--- src/rtl/line_dir_pkg.sv ---
package line_dir_pkg;

  typedef enum logic [1:0] {
    ARB_IDLE    = 2'd0,
    ARB_CARD_IN = 2'd1,
    ARB_HOST_IN = 2'd2
  } arbState_e;

  // edge events seen on the synchronized lines
  typedef struct packed {
    logic cardFall;
    logic cardRise;
    logic hostFall;
    logic hostRise;
  } lineEvt_t;

  // requests from control to the datapath
  typedef struct packed {
    logic pullCard;
    logic pullHost;
  } arbCmd_t;

endpackage

--- src/rtl/line_dir_shaper.sv ---
// Delays a pull-down request: asserting waits FALL_CYC stable cycles,
// releasing waits RISE_CYC stable cycles.
module line_dir_shaper #(
  parameter int FALL_CYC = 20,
  parameter int RISE_CYC = 5
) (
  input  logic clk,
  input  logic rstN,
  input  logic req,
  output logic pull
);
  localparam int MAX_CYC = (FALL_CYC > RISE_CYC) ? FALL_CYC : RISE_CYC;
  localparam int CW      = (MAX_CYC < 2) ? 1 : $clog2(MAX_CYC + 1);

  logic [CW-1:0] cnt;
  logic [CW-1:0] limM1;

  always_comb limM1 = req ? CW'(FALL_CYC - 1) : CW'(RISE_CYC - 1);

  always_ff @(posedge clk or negedge rstN) begin
    if (!rstN) begin
      pull <= 1'b0;
      cnt  <= '0;
    end else if (req == pull) begin
      cnt <= '0;
    end else if (cnt == limM1) begin
      pull <= req;
      cnt  <= '0;
    end else begin
      cnt <= cnt + 1'b1;
    end
  end
endmodule

--- src/rtl/line_dir_datapath.sv ---
module line_dir_datapath
  import line_dir_pkg::*;
#(
  parameter int SYNC_STAGES = 2,
  parameter int FALL_CYC    = 20,
  parameter int RISE_CYC    = 5
) (
  input  logic     clk,
  input  logic     rstN,
  input  logic     cardLineIn,
  input  logic     hostLineIn,
  input  logic     rxEnable,
  input  arbCmd_t  cmd,
  output lineEvt_t evt,
  output logic     cardPullDown,
  output logic     hostPullDown
);
  localparam int NUM_LINES = 2;  // index 0 = card, 1 = host

  logic [NUM_LINES-1:0] rawVec, fallVec, riseVec, reqVec, pullVec;

  assign rawVec = {hostLineIn, cardLineIn};
  assign reqVec = {cmd.pullHost, cmd.pullCard};

  for (genvar i = 0; i < NUM_LINES; i++) begin : g_line
    logic [SYNC_STAGES-1:0] syncQ;
    logic prevQ;
    logic nowLvl;

    assign nowLvl = syncQ[SYNC_STAGES-1];

    always_ff @(posedge clk or negedge rstN) begin
      if (!rstN) begin
        syncQ <= '1;
        prevQ <= 1'b1;
      end else begin
        syncQ <= {syncQ[SYNC_STAGES-2:0], rawVec[i]};
        prevQ <= nowLvl;
      end
    end

    assign fallVec[i] = prevQ & ~nowLvl;
    assign riseVec[i] = ~prevQ & nowLvl;

    line_dir_shaper #(
      .FALL_CYC(FALL_CYC),
      .RISE_CYC(RISE_CYC)
    ) u_shaper (
      .clk (clk),
      .rstN(rstN),
      .req (reqVec[i]),
      .pull(pullVec[i])
    );
  end

  always_comb begin
    evt.cardFall = fallVec[0];
    evt.cardRise = riseVec[0];
    evt.hostFall = fallVec[1];
    evt.hostRise = riseVec[1];
  end

  // card line stays low until the sequencer opens reception
  assign cardPullDown = ~rxEnable | pullVec[0];
  assign hostPullDown = pullVec[1];
endmodule

--- src/rtl/line_dir_control.sv ---
module line_dir_control
  import line_dir_pkg::*;
(
  input  logic     clk,
  input  logic     rstN,
  input  logic     arbEnable,
  input  logic     rxEnable,
  input  lineEvt_t evt,
  output arbCmd_t  cmd,
  output logic     dirValid,
  output logic     fromCard
);
  arbState_e state, nxt;
  logic armed;

  assign armed = arbEnable & rxEnable;

  always_comb begin
    nxt = state;
    unique case (state)
      ARB_IDLE: begin
        if (armed) begin
          if (evt.cardFall)      nxt = ARB_CARD_IN;  // card wins ties
          else if (evt.hostFall) nxt = ARB_HOST_IN;
        end
      end
      ARB_CARD_IN: if (!armed || evt.cardRise) nxt = ARB_IDLE;
      ARB_HOST_IN: if (!armed || evt.hostRise) nxt = ARB_IDLE;
      default:     nxt = ARB_IDLE;
    endcase
  end

  always_ff @(posedge clk or negedge rstN) begin
    if (!rstN) state <= ARB_IDLE;
    else       state <= nxt;
  end

  always_comb begin
    cmd.pullHost = (state == ARB_CARD_IN);
    cmd.pullCard = (state == ARB_HOST_IN);
  end

  assign dirValid = (state != ARB_IDLE);
  assign fromCard = (state == ARB_CARD_IN);
endmodule

--- src/rtl/line_dir_arbiter.sv ---
module line_dir_arbiter
  import line_dir_pkg::*;
#(
  parameter int SYNC_STAGES = 2,
  parameter int FALL_CYC    = 20,
  parameter int RISE_CYC    = 5
) (
  input  logic clk,
  input  logic rstN,
  input  logic arbEnable,
  input  logic rxEnable,
  input  logic cardLineIn,
  input  logic hostLineIn,
  output logic cardPullDown,
  output logic hostPullDown,
  output logic dirValid,
  output logic fromCard
);
  lineEvt_t evt;
  arbCmd_t  cmd;

  line_dir_control u_ctrl (
    .clk      (clk),
    .rstN     (rstN),
    .arbEnable(arbEnable),
    .rxEnable (rxEnable),
    .evt      (evt),
    .cmd      (cmd),
    .dirValid (dirValid),
    .fromCard (fromCard)
  );

  line_dir_datapath #(
    .SYNC_STAGES(SYNC_STAGES),
    .FALL_CYC   (FALL_CYC),
    .RISE_CYC   (RISE_CYC)
  ) u_dp (
    .clk         (clk),
    .rstN        (rstN),
    .cardLineIn  (cardLineIn),
    .hostLineIn  (hostLineIn),
    .rxEnable    (rxEnable),
    .cmd         (cmd),
    .evt         (evt),
    .cardPullDown(cardPullDown),
    .hostPullDown(hostPullDown)
  );
endmodule

--- config.mk ---
export PLATFORM = sky130hd
export DESIGN_NAME = line_dir_arbiter
export DESIGN_NICKNAME = d
export VERILOG_FILES = /design/src/rtl/line_dir_pkg.sv /design/src/rtl/line_dir_shaper.sv /design/src/rtl/line_dir_datapath.sv /design/src/rtl/line_dir_control.sv /design/src/rtl/line_dir_arbiter.sv
export SDC_FILE = /design/constraint.sdc
export NUM_CORES = 1
export LEC_CHECK = 0
export BUFFER_PORTS_ARGS = -buffer_cell sky130_fd_sc_hd__buf_4
export CORE_UTILIZATION = 40
export DETAILED_ROUTE_END_ITERATION = 7
export GPL_ROUTABILITY_DRIVEN = 0
export PLACE_DENSITY = 0.65
export SLEW_MARGIN = 40
export SYNTH_ARGS = -nofsm -noshare
export SYNTH_HDL_FRONTEND = slang
export SYNTH_SLANG_ARGS = --single-unit
export TNS_END_PERCENT = 5
--- constraint.sdc ---
create_clock -name clk -period 1.7 [get_ports clk]
set_input_delay 0 -clock clk [delete_from_list [all_inputs] [get_ports clk]]
set_output_delay 0 -clock clk [all_outputs]
set_load 0.005 [all_outputs]
* After elaboration in Yosys (flattened, before gate mapping) *
Cells that the tools add are included.

cells by class
  $add $sub $neg = 2
  eq/ne operators = 10
  mux-type cells = 12
  bitwise gates (word level) = 13
  reductions and logical operators = 8

operators with widths
  kind                   number
  $mux W5                6
  $add A5 B1 Y5 const B  2
  $eq A5 B5 Y1           2
  $mux W2                5
  $not A1 Y1             7
  $pmux W2 S3            1
  $and A1 B1 Y1          5
  $ne A2 B2 Y1 const B   2
  $reduce_and A2 Y1      2
  $reduce_and A4 Y1      1
  $ne A3 B3 Y1 const B   1
  $eq A1 B1 Y1           2
  $eq A2 B1 Y1 const B   1
  $eq A2 B2 Y1 const B   1
  $logic_not A2 Y1       1
  $logic_or A1 B1 Y1     2
  $ne A2 B1 Y1 const B   1
  $reduce_bool A2 Y1     1
  $logic_not A1 Y1       1
  $or A1 B1 Y1           1

word-level totals
  register bits = 20
  bits of input ports = 6
  output and inout port bits = 4
  word-level logic and storage cells = 54

* Depth between registers and ports, before layout *
  depth after elaboration = 6
  gate-level depth with buffers = 4
  mapped depth without buffers = 4

* Modules after synthesis *
From an unflattened synthesis, not the netlist that was laid out.

unflattened totals
  cell total of the unflattened synthesis = 74
  area total of the unflattened synthesis = 895.9 um2

modules (own cells, without submodules)
  module             instances  cells each  area each (um2)  sequential area each (um2)
  line_dir_shaper    2          25          284.0            150.1
  line_dir_datapath  1          11          198.9            157.7
  line_dir_control   1          13          128.9            50.0

* Least setup slack after synthesis *
Ideal clock, no wire load.

  path type = flip-flop to flip-flop
  start point = reg u_dp.g_line[0].u_shaper.cnt[1]
  end point = reg u_dp.g_line[0].u_shaper.cnt[0]
  library setup time = 0.130 ns
  data arrival time = 1.134 ns
  required time = 1.570 ns
  setup slack = 0.437 ns
  stages on the path, launching flop included = 4
  path buffers = 0
  period minus slack after synthesis = 1.263 ns
  path through = dfrtp_1 > or3b_1 > o311ai_4 > a21oi_1

on the way
  cells in the longest elaborated chain, start to end = 3

RTL lines
  what                    line                   RTL
  from (decl)             line_dir_shaper.sv:15  logic [CW-1:0] cnt;
  from (signal assigned)  line_dir_shaper.sv:30  cnt <= cnt + 1'b1;
  $eq A5 B5 Y1            line_dir_shaper.sv:26  end else if (cnt == limM1) begin
  $mux W5                 line_dir_shaper.sv:26
  $mux W5                 line_dir_shaper.sv:24  end else if (req == pull) begin

No other way between the ends.
A chain may end at the register's enable or synchronous reset.

* Final worst setup path *
  start point = reg u_dp.g_line[0].u_shaper.cnt[1]
  end point = reg u_dp.g_line[0].u_shaper.cnt[2]

on the way
  cells in the longest elaborated chain, start to end = 3
  elaborated cells between the ends (all ways) = 4
  those cells by class = 1 x add/sub; 1 x eq/ne; 2 x mux

RTL lines
  what                                                  line
  $add A5 B1 Y5 / $eq A5 B5 Y1 (equally long branches)  line_dir_shaper.sv:30, line_dir_shaper.sv:26
  $mux W5 *                                             line_dir_shaper.sv:26
  $mux W5 *                                             line_dir_shaper.sv:24

Mark *: on every way between the ends. The rest lies on a longest branch, timed or not.

==> run summary <==
The critical path endpoint category is a flop. The number of max-slew violations in the final report came out at 0. The initial cell density of the core is 44.5%. The total number of placement rows came out at 16. The post-detailed-route wirelength per cell is 12.7 um. The clock-pin slew on the worst setup and hold paths is roughly 0.11 ns.

The worst path arrival time is roughly 1.6 ns. The final critical-path share of the clock period came out at ~83%. The mean cell area of the mapped netlist came out at roughly 12 um2. The total congestion overflow is 0. Hold repair after CTS inserted 5 buffers. Net switching is a little over a fifth of the power. The number of global-route vias before repair came to 631.

The detailed router placed 635 vias in this run. The clock net in this run drives a total of 20 sinks. The die height came out at roughly 50 um. Setup repair after global routing left no endpoint under its margin. The sequential fraction of the synthesis area came out at a little under three fifths.

The total of cells resized after clock tree synthesis came out at 0. The setup violation total in the final timing report came out at 0. The number of nets with antenna violations after detailed routing is 0. The post-detailed-route via-to-cell ratio is roughly 5.2. The family with the most delay on the worst path is simple AND/OR/NAND/NOR gates. Max-cap violations in this run came to 0. The HPWL after detailed placement is around 1100 um. The number of buffers created by CTS is 3.

For the pin with the worst max-slew slack, the measured transition is 0.424 ns. The area added between synthesis and finish is 20.6%. The maximum buffer depth of the clock tree came out at 2. The count of routing violations after the opening detailed-route iteration is 9.

Among all stages on the critical path, the largest delay is contributed by sky130_fd_sc_hd__or3b_1. The clock insertion delay at the later pin of the skew report is around 0.30 ns. The proportion of power drawn by flip-flops and latches came out at 60.5%. In this run the post-CTS setup repair buffer count came out at 0. The type of element launching the critical path is a flop. Port buffering added 9 buffers. The layout cell share with drive strength beyond 1 came out at approximately 28%.

Cell internal power was estimated by the tool at 0.651 mW. The overall routed net length came out at about 1600 um. The boundary pin count is 10. The Yosys warning count came out at 0. The first global-routing pass estimated approximately 2800 um of wire.

The power density over the cells is 751 mW/mm2. From left edge to right edge, the die measures about 50 um. The count of distinct cell types in the synthesized netlist is 30.

The core box area came out at between 0.002 and 0.0025 mm2. The number of nets handed over by synthesis was 85. The proportion of power drawn by combinational gates came out at ~6.4%. The maximum clock skew at final layout came out at about 0.0075 ns. The register bit total from synthesis is 20.

The number of hold violations in the final report was 0. The die covers roughly 0.0025 mm2. The maximum clock frequency came out at around 710 MHz. On the worst path, the slowest cell contributes a delay of 0.45 ns. The overall track demand over capacity in global routing is 15.3%.

Entering global routing, the biggest net connects 21 pins. The data required time at the worst endpoint is around 1.9 ns. In the routed design, unresolved DRC markers number 0. After layout, the minimum clock period comes to between 1 and 1.5 ns.

The final layout net count is between 100 and 150. The run finished with clean final reports. The number of buffers and inverters on the critical path came out at 0. TritonCTS built the clock tree. The level count of the clock H-tree is 1. The number of placed instances with taps included came out at between 100 and 150.

Of all nets on the critical path, the largest fanout is 4. The static leakage is approximately 0.47 nW. The cell chosen for the clock root is sky130_fd_sc_hd__clkbuf_4. Of the total power, the clock network draws about a third. The synthesized instance count is between 70 and 80. The worst register-to-register path has a setup slack of 0.29 ns.

The net switching power is about 0.17 mW. The path class of the tightest hold or removal check is input port to async pin. The number of antenna violations at the first check in global routing is 0. The finished layout holds roughly 120 standard cells, fillers aside. The iteration count of the initial detailed-routing pass is 4.

For the final routed database, the setup TNS stands at 0 ns. The peak supply drop came out at just under 0.5 mV. The critical path is of the flop to flop type. The mapped cell area is ~910 um2. The number of diodes added for antenna fixing is 0. The worst max-slew margin expressed relative to the limit is between 70% and 80%. Walking the worst path, the cells encountered are or3b_1, o311ai_4, a21oi_1.
[sequential cells by signal, summed over array words and instances, names as in the netlist]
register                   cells
u_dp.g_line.syncQ              4
u_dp.g_line.prevQ              2
u_dp.g_line.u_shaper.cnt      10
u_ctrl.state                   2
u_dp.g_line.u_shaper.pull      2
[power by group through the flow]
stage               logic [mW]  registers [mW]  clock network [mW]
floorplan               0.0180           0.506                   0
global placement        0.0442           0.507                   0
detailed placement      0.0446           0.508                   0
CTS                     0.0536           0.499               0.287
global route            0.0591           0.501               0.301
finish                  0.0525           0.499               0.273
[cell families (layout without fill, tap and decap cells)]
group	after synthesis	in the layout	share of synthesized area, %
and+or+nand+nor	23	23	15.8
adders and majority gates	3	3	3.85
AOI/OAI and AO/OA	20	20	16.6
DFF	20	20	55.8
buffers and inverters	5	23	2.06
xor gates and xnor gates	6	6	5.78
[worst register-to-register path: cells and delay by family (launching register included)]
family,cells,cell delay [ns]
AO/OA/AOI/OAI,2,0.42
flip-flops,1,0.42
AND/OR/NAND/NOR,1,0.45
[through the flow]
step	setup slack [ns]	hold WS, ns	area [um2]	util (%)	total power, mW
6_report	0.292	0.0896	1100	53.7	0.825
4_1_cts	0.297	0.0877	1100	53.7	0.840
3_5_place_dp	0.313	-0.108	1010	49.5	0.552
3_3_place_gp	0.377	-0.106	1010	49.5	0.551
2_1_floorplan	0.437	-0.296	910	-	0.524
5_1_grt	0.228	0.113	1100	53.7	0.861
[per-layer routing]
| metal | vias to the layer above | wire length (um) | global-route usage (%) | part of all wire, % |
|---|---|---|---|---|
| li1 | 314 | - | - | - |
| met1 | 304 | 715 | 20.0 | 46 |
| met2 | 14 | 751 | 23.9 | 48 |
| met3 | 3 | 69 | 5.56 | 4.4 |
| met4 | 0 | 19 | 4.29 | 1.2 |
| met5 | - | 0 | 0 | 0 |
[placed cells by master, fill, tap and decap left out, types with 2 or more instances in the layout]
cell and count:
sky130_fd_sc_hd__a21oi_1 8, sky130_fd_sc_hd__xnor2_1 2, sky130_fd_sc_hd__ha_1 2, sky130_fd_sc_hd__a21boi_0 2
sky130_fd_sc_hd__nand2_1 3, sky130_fd_sc_hd__dfstp_2 6, sky130_fd_sc_hd__xor2_1 4, sky130_fd_sc_hd__buf_4 9
sky130_fd_sc_hd__nor2_1 3, sky130_fd_sc_hd__a31o_1 2, sky130_fd_sc_hd__clkbuf_4 3, sky130_fd_sc_hd__or3b_4 2
sky130_fd_sc_hd__nor4_1 2, sky130_fd_sc_hd__or2b_2 2, sky130_fd_sc_hd__nand3_1 4, sky130_fd_sc_hd__a41oi_1 2
sky130_fd_sc_hd__inv_1 5, sky130_fd_sc_hd__dlygate4sd3_1 5, sky130_fd_sc_hd__dfrtp_1 14
[cell usage after synthesis (all sizes together)]
cell / instances / area (um2)
dfrtp: 14 / 350
maj3: 1 / 10.0
o21ai: 1 / 5.00
a211o: 1 / 8.76
ha: 2 / 25.0
a31oi: 1 / 6.26
and2b: 1 / 8.76
or3b: 3 / 31.3
nand2b: 1 / 6.26
o311ai: 1 / 26.3
a41oi: 2 / 17.5
or2: 1 / 6.26
nor3: 1 / 5.00
nor2: 3 / 11.3
o211ai: 1 / 7.51
xor2: 4 / 35.0
dfstp: 6 / 158
a21boi: 2 / 15.0
nor4: 2 / 12.5
and2: 2 / 13.8
a21oi: 8 / 40.0
a211oi: 1 / 7.51
or2b: 2 / 17.5
xnor2: 2 / 17.5
nand2: 3 / 11.3
a31o: 2 / 17.5
inv: 5 / 18.8
nand3: 4 / 20.0
[layout make-up]
| class | instances | area [um2] |
|---|---|---|
| inverters | 5 | 18.8 |
| clock buffers | 4 | 36.3 |
| multi-input cells | 52 | 383 |
| flip-flops and latches | 20 | 508 |
| well taps | 27 | 33.8 |
| repair buffers | 14 | 118 |
| fillers | 185 | 945 |
[worst paths after layout]
kind,start,cells after the start,endpoint
worst max-delay path,u_dp.g_line[0].u_shaper.cnt[1],3,u_dp.g_line[0].u_shaper.cnt[2]
worst min-delay path,rstN,2,u_dp.g_line[0].u_shaper.cnt[0]
worst max register to register,u_dp.g_line[0].u_shaper.cnt[1],3,u_dp.g_line[0].u_shaper.cnt[2]
worst min register to register,u_dp.g_line[1].syncQ[0],0,u_dp.g_line[1].syncQ[1]
max in group asynchronous,rstN,2,u_dp.g_line[1].prevQ
min in group clk,rxEnable,3,cardPullDown
(Power assumes the default switching activity.)
